--- src/rtl/smi_seq_ctrl.sv ---
module smi_seq_ctrl #(
  parameter int SYNC_DEPTH = 2
) (
  input  logic clk,
  input  logic rst,
  input  logic smi_req_n,
  input  logic save_done,
  input  logic rsm_done,
  input  logic halt_exec,
  input  logic intr,
  input  logic nmi,
  output logic smiact_n,
  output logic smm_enter,
  output logic halted
);
  typedef enum logic [1:0] {ST_NORMAL, ST_SMM, ST_GAP} state_t;

  state_t            state_q;
  logic              pend_q;
  logic              enter_q;
  logic              halt_q;
  logic [SYNC_DEPTH:0] sync_q;
  logic              req_edge;
  logic              take;

  always_ff @(posedge clk) begin
    if (rst) sync_q <= '1;
    else     sync_q <= {sync_q[SYNC_DEPTH-1:0], smi_req_n};
  end

  assign req_edge = sync_q[SYNC_DEPTH] & ~sync_q[SYNC_DEPTH-1];
  assign take = (state_q == ST_NORMAL && req_edge) ||
                (state_q == ST_GAP && (req_edge || pend_q));

  always_ff @(posedge clk) begin
    if (rst) begin
      state_q <= ST_NORMAL;
      pend_q  <= 1'b0;
      enter_q <= 1'b0;
    end else if (take) begin
      state_q <= ST_SMM;
      pend_q  <= 1'b0;
      enter_q <= 1'b1;
    end else begin
      case (state_q)
        ST_SMM: begin
          if (req_edge)             pend_q  <= 1'b1;
          if (save_done)            enter_q <= 1'b0;
          if (rsm_done && !enter_q) state_q <= ST_GAP;
        end
        ST_GAP:  state_q <= ST_NORMAL;
        default: state_q <= ST_NORMAL;
      endcase
    end
  end

  always_ff @(posedge clk) begin
    if (rst)               halt_q <= 1'b0;
    else if (halt_exec)    halt_q <= 1'b1;
    else if (intr || nmi)  halt_q <= 1'b0;
  end

  assign smiact_n  = (state_q != ST_SMM);
  assign smm_enter = enter_q;
  assign halted    = halt_q;
endmodule


--- config.mk ---
export PLATFORM = sky130hd
export DESIGN_NAME = smi_seq_ctrl
export DESIGN_NICKNAME = d
export VERILOG_FILES = /design/src/rtl/smi_seq_ctrl.sv
export SDC_FILE = /design/constraint.sdc
export NUM_CORES = 1
export LEC_CHECK = 0
export BUFFER_PORTS_ARGS = -buffer_cell sky130_fd_sc_hd__buf_4
export CELL_PAD_IN_SITES_DETAIL_PLACEMENT = 0
export CELL_PAD_IN_SITES_GLOBAL_PLACEMENT = 1
export CORE_AREA = 5 5 42 44
export CTS_BUF_LIST = sky130_fd_sc_hd__clkbuf_16
export CTS_CLUSTER_DIAMETER = 30
export DETAILED_ROUTE_END_ITERATION = 12
export DIE_AREA = 0 0 47 49
export MAX_ROUTING_LAYER = met4
export PLACE_DENSITY_LB_ADDON = 0.2
export SETUP_SLACK_MARGIN = 0.02
export SLEW_MARGIN = 20
export SYNTH_ARGS = -nofsm -noshare
export SYNTH_HDL_FRONTEND = slang
export SYNTH_SLANG_ARGS = --single-unit
--- constraint.sdc ---
create_clock -name clk -period 2.49 [get_ports clk]
set_input_delay 0.498 -clock clk [delete_from_list [all_inputs] [get_ports clk]]
set_output_delay 0.498 -clock clk [all_outputs]
set_load 0.01 [all_outputs]
# [Yosys cells after proc, flatten, opt, wreduce, memory -nomap -nowiden]
# Cells that the tools add are included.
# Widths: inputs -> output; s select.
[word_totals] regBits=8 latch_bits=0 ramBits=0 romBits=0 inputBits=8 n_memories=0
[classes] n_addsub=0 mul=0 n_div=0 order_cmp=0 n_eq_ne=4 shifts=0 mux=8 bitwise=3 n_reduce_logical=15
[op_table] op="$mux 1" count=8
[op_table] op="$reduce_bool 2->1" count=3
[op_table] op="$reduce_and 2->1" count=2
[op_table] op="$logic_and 1x1->1" count=3
[op_table] op="$logic_or 1x1->1" count=3
[op_table] op="$ne 3x3->1 const B" count=1
[op_table] op="$reduce_or 3->1" count=1
[op_table] op="$eq 2x1->1 const B" count=1
[op_table] op="$eq 2x2->1 const B" count=1
[op_table] op="$logic_not 2->1" count=1
[op_table] op="$ne 2x1->1 const B" count=1
[op_table] op="$not 1->1" count=2
[op_table] op="$reduce_or 2->1" count=1
[op_table] op="$and 1x1->1" count=1
[op_table] op="$logic_not 1->1" count=1

# [Longest topological paths before layout]
[logic_depth] ltp_word=7 depth_mapped=4 ltp_nobuf=4

# [Least setup slack after synthesis]
# OpenSTA, ideal clock, no wires.
[synth_path] path_kind="reg2out" from="register state_q[0]" to="output port smiact_n" arrival_ns=0.566 required_time_ns=1.992 path_slack_ns=1.426 path_stages_with_launch=3 path_buffers=0 path_cell_list="dfxtp_1 -> nor2b_2 -> inv_2"
[synth_via] elab_chain_len=1
[synth_rtl] item="start, declared" line="18" rtl="state_t state_q;"
[synth_rtl] item="start signal, assigned" line="37" rtl="state_q <= ST_NORMAL;"
[synth_rtl] item="start signal, assigned" line="41" rtl="state_q <= ST_SMM;"
[synth_rtl] item="start signal, assigned" line="49" rtl="if (rsm_done && !enter_q) state_q <= ST_GAP;"
[synth_rtl] item="$ne 2x1->1" line="63" rtl="assign smiact_n = (state_q != ST_SMM);"
[synth_rtl] item="end, declared" line="12" rtl="output logic smiact_n,"
# Every way passes these cells.

# [Final worst setup path]
# Ends and elaborated chain as after synthesis.

==> results.py <==
metrics = {
    "status": {
        "outcome": "finished, final reports clean",
    },
    "yosys": {
        "synthesis.nets": 38,
        "ys_warn_count": 0,
        "yosysSeqAreaShare": 0.554,
        "syn-instance-count": 30,
        "synth_area_um2": 289,
        "yosys_register_bits": 8,
        "synth_cell_type_count": 14,
        "synth_area_per_cell_um2": 9.63,
    },
    "worst_setup_path": {
        "worst_setup_path_start_kind": "flop",
        "path_cells": "nor2b_2 -> inv_2 -> buf_4",
        "max_stage_delay_ns": 0.33,
        "critical_path.top_delay_family": "flip-flops",
        "cp_num_buf_inv": 2,
        "critical_path.slowest_cell": "dfxtp_1",
        "end_kind": "output port",
        "crit_fanout": 3,
        "worstPathArrival_ns": 0.99,
        "cp.required_ns": 1.99,
        "critPathKind": "flop to output port",
    },
    "sta": {
        "hold_violations": 0,
        "fin_tns_setup_ns": 0,
        "setup_viol": 0,
        "worst_slack_ns": 1.01,
        "fmax_mhz": 674,
        "clock_skew_ns": 0.00235,
        "period_minus_slack_ns": 1.48,
        "maxSlewViolCount": 0,
        "tightest_slew_ns": 0.153,
        "final.period_utilization": 0.596,
        "rsz0062_at_grt": "false",
        "slew_headroom": 0.897,
    },
    "die": {
        "die_w_um": 47,
        "fp.dieArea_mm2": 0.00230,
        "start_util": 0.206,
        "core-area_mm2": 0.00140,
        "fp.dieH_um": 49,
        "rows": 14,
        "io_pins": 11,
    },
    "routing": {
        "remaining_drc_errors": 0,
        "routed_wl_um": 580,
        "drt_first_iter_violations": 0,
        "dr.pass1.iters": 1,
        "vias_per_cell": 4.08,
        "vias": 241,
        "antenna_left": 0,
        "wl_per_cell_um": 9.83,
    },
    "cells_and_area": {
        "fin_area_um2": 459,
        "insertedDiodeCount": 0,
        "area_growth_pct": 58.9,
        "final_cell_mix": "10 x buf_4, 8 x dfxtp_1, 4 x a21oi_1",
        "nNetsFinal": 53,
        "finalNonFillerCells": 59,
        "final_common_cell": "buf_4",
        "layout-drive-gt1-share": 0.465,
    },
    "place": {
        "pre_cts_ws_ns": 1.25,
        "place_inst": 56,
        "port_buffers": 10,
        "gp_congestion": 0.596,
        "placed_area_um2": 384,
    },
    "cts": {
        "cts-root-buf": "clkbuf_16",
        "clk_latency_ns": 0.23,
        "clk_pin_slew_ns": 0.04,
        "cts.path.max_buffers": 2,
        "cts_buffers": 3,
        "cts_resized": 0,
        "ctsHtreeMaxLevel": 1,
        "postCtsSetupRepairBufs": 0,
        "cts_tree": "built",
        "cts.sinks": 8,
        "cts_hold_buffers": 0,
    },
    "flow_run": {
        "drv_cap": 0,
    },
    "power_and_ir_drop": {
        "powerDensity_mw_per_mm2": 934,
        "pwr-share-seq": 0.317,
        "p_comb_frac": 0.059,
        "p_leak_nw": 0.200,
        "p_clk_frac": 0.623,
        "internal-power_uw": 356,
        "p_switching_uw": 73.2,
        "switching_share": 0.171,
        "totalPowerFinal_uw": 429,
        "ir_worst_vdd_mv": 0.373,
    },
    "hold_path": {
        "hold_path_class": "flop to flop",
    },
    "global_route": {
        "grt_pass1_wl_um": 952,
        "overflow": 0,
        "antenna_found_initial": 0,
        "grt_use_total": 0.0667,
        "grt_max_degree": 9,
        "grt_pass1_vias": 236,
    },
}
synth_stat cells:
library cell,number,area share
nor3_2,1,0.035
inv_2,1,0.013
a21oi_1,4,0.069
mux2i_1,1,0.035
dfxtp_1,8,0.55
nor2b_1,1,0.022
inv_1,1,0.013
a21o_1,1,0.026
nor2_1,2,0.026
nand2_1,3,0.039
nor2b_2,1,0.030
o21ai_2,1,0.030
or2_2,3,0.065
nand2b_1,2,0.043
state kept, by name, summed over array words and instances (netlist names):
register and cells:
pend_q 1, halted 1, state_q 2, smm_enter 1
sync_q 3
power by group through the flow:
stage | Sequential (mW) | Combinational [mW] | Clock, mW
2_1_floorplan | 0.139 | 0.00984 | 0
3_3_place_gp | 0.138 | 0.0251 | 0
3_5_place_dp | 0.138 | 0.0259 | 0
4_1_cts | 0.136 | 0.0260 | 0.274
5_1_grt | 0.137 | 0.0282 | 0.279
6_report | 0.136 | 0.0255 | 0.267
metal layers:
metal / global-route usage / routed length (µm) / up-vias
li1: - / - / 122
met3: 0.0332 / 48 / 4
met5: - / 0 / -
met2: 0.0769 / 263 / 9
met1: 0.0689 / 234 / 106
met4: 0.0829 / 34 / 0
stage by stage:
step / hold slack, ns / utilization
detailed placement: 0.393 / 0.274
global placement: 0.392 / 0.274
global route: 0.420 / 0.328
CTS: 0.401 / 0.328
finish: 0.400 / 0.328
floorplan: 0.389 / -
logic make-up (layout without fill, tap and decap cells):
group                  count (synthesis)  in the layout  share of synthesized area
muxes                                  1              1                     0.0346
DFF                                    8              8                      0.554
buffers and inverters                  2             15                     0.0259
AOI/OAI and AO/OA                      6              6                      0.126
and+or+nand+nor                       13             13                      0.260
final timing paths:
| path | slack, ns | to | from | cells after the start |
|---|---|---|---|---|
| worst max-delay path | 1.01 | smiact_n | state_q[0] | 3 |
| worst min-delay path | 0.40 | sync_q[1] | sync_q[0] | 1 |
| worst max register to register | 1.59 | smm_enter | state_q[0] | 4 |
| worst min register to register | 0.40 | sync_q[1] | sync_q[0] | 1 |
layout make-up:
| class | count | area [µm²] |
|---|---|---|
| Fill cell | 153 | 942 |
| Tap cell | 16 | 20.0 |
| Inverter | 2 | 7.51 |
| Multi-Input combinational cell | 20 | 121 |
| Sequential cell | 8 | 160 |
| Timing Repair Buffer | 10 | 75.1 |
| Clock buffer | 3 | 75.1 |
(Power assumes the default switching activity.)
